### config.mk
export PLATFORM = sky130hd
export DESIGN_NAME = declog_engine
export DESIGN_NICKNAME = d
export VERILOG_FILES = /design/src/rtl/dlog_pkg.sv /design/src/rtl/dlog_scan.sv /design/src/rtl/dlog_fmt.sv /design/src/rtl/dlog_ctrl.sv /design/src/rtl/declog_engine.sv
export SDC_FILE = /design/constraint.sdc
export NUM_CORES = 1
export LEC_CHECK = 0
export BUFFER_PORTS_ARGS = -buffer_cell sky130_fd_sc_hd__buf_2
export CORE_UTILIZATION = 53
export DETAILED_ROUTE_END_ITERATION = 16
export HOLD_SLACK_MARGIN = 0.05
export PLACE_DENSITY = 0.81
export SLEW_MARGIN = 20
export SYNTH_ARGS = -nofsm -noshare
export SYNTH_HDL_FRONTEND = slang
export SYNTH_HIERARCHICAL = 1
export SYNTH_SLANG_ARGS = --single-unit
### constraint.sdc
create_clock -name clk -period 14.37 [get_ports clk]
set_clock_uncertainty 0.05 [all_clocks]
set_input_delay 1.437 -clock clk [delete_from_list [all_inputs] [get_ports clk]]
set_output_delay 1.437 -clock clk [all_outputs]
set_load 0.02 [all_outputs]
### src/rtl/dlog_pkg.sv
package dlog_pkg;

   typedef enum logic [1:0] {
      ST_IDLE  = 2'd0,
      ST_ISSUE = 2'd1,
      ST_WAIT  = 2'd2,
      ST_FIN   = 2'd3
   } dlog_state_e;

   // nibble value that marks the decimal point inside a digit vector
   localparam logic [3:0] POINT_CODE = 4'hA;

endpackage

### src/rtl/dlog_scan.sv
// Integer-digit counter and normaliser: strips the point marker, counts the
// integer digits from the first nonzero one and left-aligns the digits.
module dlog_scan
   import dlog_pkg::*;
#(
   parameter  int NDIG = 16,
   localparam int LW   = $clog2(NDIG + 1)
)(
   input  logic [4*NDIG-1:0]  raw,
   output logic [4*NDIG-1:0]  mant,
   output logic               all_zero,
   output logic signed [LW:0] char_s
);

   logic [NDIG-1:0]   is_mark;
   logic [NDIG-1:0]   is_nz;
   logic [4*NDIG-1:0] clean_v;
   logic [LW-1:0]     mark_pos;
   logic [LW-1:0]     int_len;
   logic [LW-1:0]     top_nz;
   logic [LW-1:0]     lead_z;
   logic              mark_seen;

   for (genvar g = 0; g < NDIG; g++) begin : g_mark
      assign is_mark[g] = (raw[4*g +: 4] == POINT_CODE);
   end

   // highest marker wins
   always_comb begin
      mark_seen = 1'b0;
      mark_pos  = '0;
      for (int i = 0; i < NDIG; i++) begin
         if (is_mark[i]) begin
            mark_seen = 1'b1;
            mark_pos  = LW'(i);
         end
      end
   end

   assign int_len = mark_seen ? (LW'(NDIG - 1) - mark_pos) : LW'(NDIG);

   // digits below the marker move up one position, zero fills the bottom
   for (genvar g = 0; g < NDIG; g++) begin : g_clean
      if (g == 0) begin : g_low
         assign clean_v[3:0] = mark_seen ? 4'd0 : raw[3:0];
      end else begin : g_up
         assign clean_v[4*g +: 4] = (mark_seen && (LW'(g) <= mark_pos)) ?
                                    raw[4*g-4 +: 4] : raw[4*g +: 4];
      end
      assign is_nz[g] = (clean_v[4*g +: 4] != 4'd0);
   end

   always_comb begin
      top_nz   = '0;
      all_zero = 1'b1;
      for (int i = 0; i < NDIG; i++) begin
         if (is_nz[i]) begin
            top_nz   = LW'(i);
            all_zero = 1'b0;
         end
      end
   end

   assign lead_z = all_zero ? '0 : (LW'(NDIG - 1) - top_nz);
   assign mant   = clean_v << (4 * lead_z);
   assign char_s = $signed({1'b0, int_len}) - $signed({1'b0, lead_z})
                   - $signed((LW + 1)'(1));

endmodule

### src/rtl/dlog_fmt.sv
// Result formatter: signed BCD integer part and, for negative results,
// the ten's complement of the fraction digits.
module dlog_fmt #(
   parameter int FRAC_MAX = 8,
   parameter int LW       = 5
)(
   input  logic signed [LW:0]       char_s,
   input  logic [4*FRAC_MAX-1:0]    frac_in,
   output logic                     neg,
   output logic [7:0]               int_bcd,
   output logic [4*FRAC_MAX-1:0]    frac_out
);

   logic [FRAC_MAX:0]       carry;
   logic [4*FRAC_MAX-1:0]   comp;
   logic [LW:0]             mag;
   logic [LW:0]             tens;
   logic [LW:0]             ones;

   assign carry[0] = 1'b1;

   // nine's complement plus one, rippled from the least significant digit
   for (genvar g = 0; g < FRAC_MAX; g++) begin : g_tc
      logic [4:0] sum;
      assign sum            = 5'd9 - {1'b0, frac_in[4*g +: 4]} + {4'd0, carry[g]};
      assign carry[g+1]     = (sum > 5'd9);
      assign comp[4*g +: 4] = carry[g+1] ? 4'(sum - 5'd10) : sum[3:0];
   end

   assign neg = char_s[LW];

   // a carry out of the top digit means the fraction was all zero
   always_comb begin
      if (!neg)
         mag = $unsigned(char_s);
      else if (carry[FRAC_MAX])
         mag = $unsigned(-char_s);
      else
         mag = $unsigned(-char_s) - (LW + 1)'(1);
   end

   assign tens     = mag / (LW + 1)'(10);
   assign ones     = mag % (LW + 1)'(10);
   assign int_bcd  = {tens[3:0], ones[3:0]};
   assign frac_out = neg ? comp : frac_in;

endmodule

### src/rtl/dlog_ctrl.sv
// Sequencer and iteration down counter.
module dlog_ctrl
   import dlog_pkg::*;
#(
   parameter int CW = 4
)(
   input  logic          clk,
   input  logic          rst_n,
   input  logic          start,
   input  logic          pw_ack,
   input  logic          zero_in,
   input  logic [CW-1:0] cnt_load,
   output logic          accept,
   output logic          take,
   output logic          fin,
   output logic          pw_req,
   output logic          busy
);

   dlog_state_e   st_q, st_d;
   logic [CW-1:0] cnt_q;

   assign busy   = (st_q != ST_IDLE);
   assign accept = (st_q == ST_IDLE) && start;
   assign take   = (st_q == ST_WAIT) && pw_ack;
   assign fin    = (st_q == ST_FIN);
   assign pw_req = (st_q == ST_ISSUE);

   always_comb begin
      st_d = st_q;
      case (st_q)
         ST_IDLE:  if (start)
                      st_d = (zero_in || (cnt_load == '0)) ? ST_FIN : ST_ISSUE;
         ST_ISSUE: st_d = ST_WAIT;
         ST_WAIT:  if (pw_ack)
                      st_d = (cnt_q == CW'(1)) ? ST_FIN : ST_ISSUE;
         ST_FIN:   st_d = ST_IDLE;
         default:  st_d = ST_IDLE;
      endcase
   end

   always_ff @(posedge clk or negedge rst_n) begin
      if (!rst_n) begin
         st_q  <= ST_IDLE;
         cnt_q <= '0;
      end else begin
         st_q <= st_d;
         if (accept)
            cnt_q <= cnt_load;
         else if (take)
            cnt_q <= cnt_q - CW'(1);
      end
   end

endmodule

### src/rtl/declog_engine.sv
module declog_engine
   import dlog_pkg::*;
#(
   parameter  int NDIG     = 16,
   parameter  int FRAC_MAX = 8,
   localparam int LW       = $clog2(NDIG + 1),
   localparam int CW       = $clog2(FRAC_MAX + 1)
)(
   input  logic                  clk,
   input  logic                  rst_n,
   input  logic                  start,
   input  logic [4*NDIG-1:0]     in_digits,
   input  logic [CW-1:0]         frac_cnt,
   input  logic                  pw_ack,
   input  logic [4*NDIG-1:0]     pw_result,
   output logic                  pw_req,
   output logic [4*NDIG-1:0]     pw_operand,
   output logic                  busy,
   output logic                  done,
   output logic                  res_err,
   output logic                  res_neg,
   output logic [7:0]            res_int,
   output logic [4*FRAC_MAX-1:0] res_frac,
   output logic [CW-1:0]         res_len
);

   if (NDIG < 8 || NDIG > 64) begin : g_bad_ndig
      $error("declog_engine: NDIG must lie in 8..64");
   end
   if (FRAC_MAX < 1 || FRAC_MAX > 15) begin : g_bad_frac
      $error("declog_engine: FRAC_MAX must lie in 1..15");
   end

   logic                    accept, take, fin;
   logic [4*NDIG-1:0]       scan_src, scan_mant;
   logic                    scan_zero;
   logic signed [LW:0]      scan_char;
   logic [CW-1:0]           cnt_clamp;
   logic signed [LW:0]      char_q;
   logic [4*NDIG-1:0]       op_q;
   logic                    err_q;
   logic [CW-1:0]           len_q, wptr_q;
   logic [4*FRAC_MAX-1:0]   frac_q, fmt_frac;
   logic                    fmt_neg;
   logic [7:0]              fmt_int;

   // 2:1 selector: start operand while idle, power-unit reply otherwise
   assign scan_src   = busy ? pw_result : in_digits;
   assign cnt_clamp  = (frac_cnt > CW'(FRAC_MAX)) ? CW'(FRAC_MAX) : frac_cnt;
   assign pw_operand = op_q;

   dlog_scan #(.NDIG(NDIG)) scan_i (
      .raw      (scan_src),
      .mant     (scan_mant),
      .all_zero (scan_zero),
      .char_s   (scan_char)
   );

   dlog_ctrl #(.CW(CW)) ctrl_i (
      .clk      (clk),
      .rst_n    (rst_n),
      .start    (start),
      .pw_ack   (pw_ack),
      .zero_in  (scan_zero),
      .cnt_load (cnt_clamp),
      .accept   (accept),
      .take     (take),
      .fin      (fin),
      .pw_req   (pw_req),
      .busy     (busy)
   );

   dlog_fmt #(.FRAC_MAX(FRAC_MAX), .LW(LW)) fmt_i (
      .char_s   (char_q),
      .frac_in  (frac_q),
      .neg      (fmt_neg),
      .int_bcd  (fmt_int),
      .frac_out (fmt_frac)
   );

   // working value, characteristic and fraction digit store
   always_ff @(posedge clk or negedge rst_n) begin
      if (!rst_n) begin
         char_q <= '0;
         op_q   <= '0;
         err_q  <= 1'b0;
         len_q  <= '0;
         wptr_q <= '0;
         frac_q <= '0;
      end else if (accept) begin
         char_q <= scan_char;
         op_q   <= scan_mant;
         err_q  <= scan_zero;
         len_q  <= cnt_clamp;
         wptr_q <= CW'(FRAC_MAX - 1);
         frac_q <= '0;
      end else if (take) begin
         op_q   <= scan_mant;
         wptr_q <= wptr_q - CW'(1);
         for (int i = 0; i < FRAC_MAX; i++) begin
            if (wptr_q == CW'(i))
               frac_q[4*i +: 4] <= scan_char[3:0];
         end
      end
   end

   // result registers, loaded only on completion
   always_ff @(posedge clk or negedge rst_n) begin
      if (!rst_n) begin
         done     <= 1'b0;
         res_err  <= 1'b0;
         res_neg  <= 1'b0;
         res_int  <= '0;
         res_frac <= '0;
         res_len  <= '0;
      end else begin
         done <= fin;
         if (fin) begin
            res_err  <= err_q;
            res_neg  <= err_q ? 1'b0 : fmt_neg;
            res_int  <= err_q ? '0 : fmt_int;
            res_frac <= err_q ? '0 : fmt_frac;
            res_len  <= err_q ? '0 : len_q;
         end
      end
   end

endmodule

Yosys cells after proc, flatten, opt, wreduce, memory -nomap -nowiden
Index checks and enable logic that the tools add are counted.
{ "word_totals": {"reg_bits": 164, "output_inout_bits": 113, "wordCells": 283} }
{ "op_classes": {"add_sub_neg": 32, "n_div": 2, "n_lt_le_gt_ge": 24, "eq_ne": 29, "shifts": 1, "muxes": 118, "reduce_logical": 56} }
{ "ops": {"columns": ["op", "n"], "rows": [
  ["4-bit 2-to-1 mux", 54],
  ["64-bit 2-to-1 mux", 3],
  ["32-bit 2-to-1 mux", 4],
  ["4-bit equality test, second input constant", 16],
  ["4-bit nonzero test", 16],
  ["64-bit by 7-bit left shift with 64-bit output", 1],
  ["4-bit by 4-bit subtractor with 5-bit output, first input constant", 10],
  ["5-bit by 4-bit > comparator with 1-bit output, second input constant", 8],
  ["5-bit by 1-bit adder with 5-bit output", 7],
  ["1-bit 2-to-1 mux", 35],
  ["4-bit <= comparator, first input constant", 8],
  ["4-bit subtractor, second input constant", 8],
  ["3-bit 2-to-1 mux", 8],
  ["2-bit nonzero test", 10],
  ["2-bit AND reduction", 9],
  ["1-bit logical AND", 17],
  ["4-bit by 3-bit equality test with 1-bit output, second input constant", 4],
  ["3-bit by 4-bit <= comparator with 1-bit output, first input constant", 4],
  ["2-bit 2-to-1 mux", 8],
  ["6-bit 2-to-1 mux", 2],
  ["5-bit 2-to-1 mux", 2],
  ["4-bit by 1-bit equality test with 1-bit output, second input constant", 2],
  ["4-bit by 2-bit equality test with 1-bit output, second input constant", 2],
  ["2-bit by 4-bit <= comparator with 1-bit output, first input constant", 2],
  ["other kinds (18)", 22]
]} }

Longest topological paths before layout
{ "logic_depth": {"word_depth": 44, "depth_mapped": 91, "ltp_nobuf": 91} }

Cells and area by module
The synthesis kept the hierarchy.
{ "by_module_without_submodules": {"columns": ["mod", "instances", "cells_each", "area_per_inst_um2", "seq_area_each_um2"], "rows": [
  ["declog_engine", 1, 573, 7218.2, 3953.8],
  ["dlog_scan", 1, 791, 5096.1, 0.0],
  ["dlog_fmt", 1, 349, 2378.5, 0.0],
  ["dlog_ctrl", 1, 35, 381.6, 150.1]
]} }

Least setup slack after synthesis
OpenSTA, ideal clock, no wires.
{ "synth_timing": {"path_kind": "register to register", "startpoint": "register frac_q[0]", "endpoint": "register res_int[3]", "setup_ns": 0.083, "arrival_ns": 14.833, "setup_slack_ns": -0.596, "stages_incl_launch_ff": 85, "path_buffers": 0, "period_less_slack_ns": 14.966, "path_cell_list": "dfrtp_1 > ha_1 > xnor2_1 > ha_1 > a21boi_0 > nor2b_1 > o211ai_1 > inv_1 > ha_1 > inv_1 > ha_1 > xnor2_1 > ha_1 > nand2_1 > a32o_1 > nand2b_1 > o21ai_1 > ha_1 > [... 49 more ...] > inv_1 > ha_1 > a21boi_0 > a211o_1 > nor2_1 > o311ai_4 > mux2i_1 > ha_1 > inv_1 > o31a_1 > o2111ai_1 > a22oi_2 > o21a_2 > ha_1 > or3_1 > nand3_1 > nand3b_1 > o21ai_0"} }
{ "synth_between": {"elab_chain_len": 21} }
{ "synth_rtl": {"columns": ["element", "line_no", "rtl"], "rows": [
  ["start: declaration", "declog_engine.sv:43", "logic [4*FRAC_MAX-1:0] frac_q, fmt_frac;"],
  ["start signal: indexed assignment", "declog_engine.sv:102", "frac_q[4*i +: 4] <= scan_char[3:0];"],
  ["4-bit by 4-bit subtractor with 5-bit output", "dlog_fmt.sv:25", "assign sum = 5'd9 - {1'b0, frac_in[4*g +: 4]} + {4'd0, carry[g]};"],
  ["5-bit by 1-bit adder with 5-bit output", "dlog_fmt.sv:25", null],
  ["5-bit by 4-bit > comparator with 1-bit output", "dlog_fmt.sv:26", "assign carry[g+1] = (sum > 5'd9);"],
  ["5-bit by 1-bit adder with 5-bit output", "dlog_fmt.sv:25", null],
  ["5-bit by 4-bit > comparator with 1-bit output", "dlog_fmt.sv:26", null],
  ["5-bit by 1-bit adder with 5-bit output", "dlog_fmt.sv:25", null],
  ["5-bit by 4-bit > comparator with 1-bit output", "dlog_fmt.sv:26", null],
  ["5-bit by 1-bit adder with 5-bit output", "dlog_fmt.sv:25", null],
  ["[... 6 more ...]", null, null],
  ["5-bit by 4-bit > comparator with 1-bit output", "dlog_fmt.sv:26", null],
  ["5-bit by 1-bit adder with 5-bit output", "dlog_fmt.sv:25", null],
  ["5-bit by 4-bit > comparator with 1-bit output", "dlog_fmt.sv:26", null],
  ["6-bit 2-to-1 mux", "dlog_fmt.sv:36", "else if (carry[FRAC_MAX])"],
  ["6-bit 2-to-1 mux", "dlog_fmt.sv:34", "if (!neg)"],
  ["6-bit by 4-bit remainder unit with 6-bit output", "dlog_fmt.sv:43", "assign ones = mag % (LW + 1)'(10);"],
  ["via fmt_int[3]", "declog_engine.sv:45", "logic [7:0] fmt_int;"],
  ["8-bit 2-to-1 mux", "declog_engine.sv:121", "res_int <= err_q ? '0 : fmt_int;"],
  ["end signal: assignment", "declog_engine.sv:121", null],
  ["end: declaration", "declog_engine.sv:22", "output logic [7:0] res_int,"]
]} }
The timed path passes the listed nets, and every way through them passes these cells.
A chain may end at the register's enable or synchronous reset.

Worst setup path after layout
{ "layout_timing": {"startpoint": "register frac_q[1]", "endpoint": "register res_int[3]"} }
The elaborated chain is that of the path after synthesis.

==> impl_metrics.yaml <==
status:
  status: "complete, no violations"
cts:
  htreeDepth: 4
  clock-root-buffer: "clkbuf_16"
  cts_tree: "yes"
  clockBufferDepth: 2
  clkLatencyLatePin_ns: 0.44
  path_clk_slew_ns: 0.07
  cts_made_buffers: 17
  cts_sinks: 164
cells_and_area:
  antennaDiodeCount: 0
  drive_above_1_share_pct: 33.9
  fin_nets: 2144
  area_growth_pct: 18.8
  instances_no_fill: 2352
global_routing:
  grt_max_degree: 100
  antenna_found_initial: 0
  grt_pass1_vias: 14100
  grt_pass1_wl_um: 77100
  grt.met2_usage_pct: 54.3
  grt_usage_pct: 33.7
  grt_overflow: 0
  top_usage_layer: "met2"
  gr-usage-met1_pct: 44.3
  grtUsageMet3_pct: 6.15
detailed_routing:
  num_vias: 15300
  drt_iter0_markers: 1964
  wl_per_cell_um: 21.8
  routed_wirelength_um: 51200
  via_per_inst: 6.51
  dr.pass1.iters: 8
  ant_nets: 0
  drc: 0
sta:
  setup-violations-final: 0
  fin_crit_ns: 14.27
  finalCritPeriodShare_pct: 99.3
  grt_setup_unrepaired: "true"
  max_slew.worst_pin.slew_ns: 1.14
  maxSlewViolCount: 0
  hold_viol: 0
  relSlewSlack_pct: 23.9
  max_freq_mhz: 70.1
synthesis:
  dominantRegCellSynth: "dfrtp_1"
  synthTopCellsByArea: "dfrtp_1 (27%), mux2_2 (12%), mux2i_1 (4.2%)"
  postSynth.asyncResetShare_pct: 100
  netlist_top_cells_count: "dfrtp_1 (164), mux2_2 (156), nor2_1 (151)"
  yosys.area.top_type: "dfrtp_1"
  synth_area_um2: 15100
  synth_seq_area_share_pct: 27.2
  synth.distinct_cells: 118
  yosys_warnings: 6
  synth_edf_count: 0
  synth-seq-cells: 164
  synth.most_common_cell: "dfrtp_1"
  synthesis.instances: 1748
  avgSynthCellArea_um2: 8.62
  synth_top_cell_area_share_pct: 27.2
  syn-num-nets: 1931
job:
  cap_viol_max_count: 0
floorplanning:
  die-area_um2: 29100
  num_io_pins: 249
  core_area_um2: 27900
  dieWidth_um: 171
  start_util_pct: 54.1
  die_y_um: 171
  rows: 61
setup_path:
  crit_type: "register to register"
  crit_start: "frac_q[1]$_DFFE_PN0P_"
  start_kind: "register"
  crit_path_end_kind: "register"
  cp_slowest_cell: "or4_4"
  r2r_start: "frac_q[1]$_DFFE_PN0P_"
  critPathArrivalTime_ns: 14.58
  slowest_delay_ns: 0.46
  cp_max_fo: 6
  cp.required_ns: 14.68
  cpMostUsedCell: "ha_2"
hold_path:
  hold_path_class: "register to register"
  holdCritStartpoint: "res_err$_DFFE_PN0P_"
placement:
  dp.cells: 2284
  hpwlAfterDp_um: 35300
  numPortBuffers: 248
  globalplace.congestion: 1.00
[flip-flops by register name, indices dropped and copies added (netlist names), 2 cells and up]
name	cells
res_int	8
pw_operand	64
wptr_q	4
res_len	4
char_q	6
len_q	4
res_frac	32
ctrl_i/st_q	2
ctrl_i/cnt_q	4
frac_q	32
[final timing paths]
path,slack (ns),depth (start not counted),endpoint
worst min register to register,0.45,1,res_err$_DFFE_PN0P_
min in group asynchronous,1.06,1,res_frac[14]$_DFFE_PN0P_
max in group asynchronous,11.83,2,pw_operand[42]$_DFFE_PN0P_
worst max register to register,0.10,84,res_int[3]$_DFFE_PN0P_
worst max-delay path,0.10,84,res_int[3]$_DFFE_PN0P_
worst min-delay path,0.45,1,res_err$_DFFE_PN0P_
[logic make-up after synthesis]
family                   after synthesis  share of synthesized area (%)
other                                  1                         0.0249
adder cells (fa/ha/maj)               47                           3.95
XOR/XNOR                              46                           2.67
AO/OA/AOI/OAI                        465                           21.7
flip-flops                           164                           27.2
AND/OR/NAND/NOR                      574                           21.3
multiplexers                         222                           16.1
buffers and inverters                229                           6.96
[critical path: cells and delay by family, from the launching register on]
| family | cells | cell delay (ns) |
|---|---|---|
| buffers and inverters | 9 | 0.64 |
| DFF | 1 | 0.45 |
| xor gates and xnor gates | 7 | 1.38 |
| adders and majority gates | 24 | 4.53 |
| AOI/OAI and AO/OA | 23 | 4.10 |
| and+or+nand+nor | 21 | 3.05 |
[per-layer routing]
| metal | up-vias | share of wire [%] |
|---|---|---|
| met2 | 930 | 46 |
| met1 | 7378 | 40 |
| met5 | - | 0 |
| li1 | 6845 | - |
| met4 | 0 | 4.1 |
| met3 | 167 | 9.5 |
[cell usage in the layout, fill, tap and decap left out, types with 18 or more instances in the layout]
| master | n |
|---|---|
| a211oi_1 | 32 |
| a21oi_1 | 68 |
| a22oi_1 | 18 |
| a31oi_1 | 20 |
| buf_2 | 247 |
| buf_4 | 59 |
| dfrtp_1 | 160 |
| inv_1 | 99 |
| mux2_2 | 156 |
| mux2i_1 | 61 |
| nand2_1 | 148 |
| nand2b_1 | 31 |
| nand3_1 | 31 |
| nand3b_1 | 49 |
| nor2_1 | 143 |
| nor4_1 | 20 |
| o21ai_0 | 102 |
| o22ai_1 | 22 |
| xnor2_1 | 26 |
[per-stage QoR]
step	setup TNS, ns	hold slack (ns)	instance area (um^2)	utilization, %	setup WS, ns
4_1_cts	0	0.455	17300	61.9	0.0301
3_3_place_gp	0	0.435	16400	58.9	0.198
6_report	0	0.453	17900	64.3	0.100
2_1_floorplan	0	0.424	15100	-	0.0737
3_5_place_dp	-2.93	0.440	16400	58.9	-0.871
5_1_grt	-1.64	0.470	17900	64.3	-0.444
[layout make-up]
| type | instances | area (um^2) |
|---|---|---|
| inverters | 114 | 440 |
| multi-input cells | 1355 | 10600 |
| flip-flops and latches | 164 | 4110 |
| clock inverters | 14 | 156 |
| well taps | 378 | 473 |
| clock buffers | 18 | 439 |
| repair buffers | 309 | 1710 |
| fillers | 2170 | 9940 |
[timing repair]
action / CTS / global route
endpoints found under the setup margin: 5 / 5
buffers inserted: 10 / 26
gates resized for setup: 32 / 95
pin swaps: 10 / 69
hold buffers: 0 / 0
Power is not shown: default switching activity piles up to over one toggle a cycle in this logic, so the estimate is an artifact.
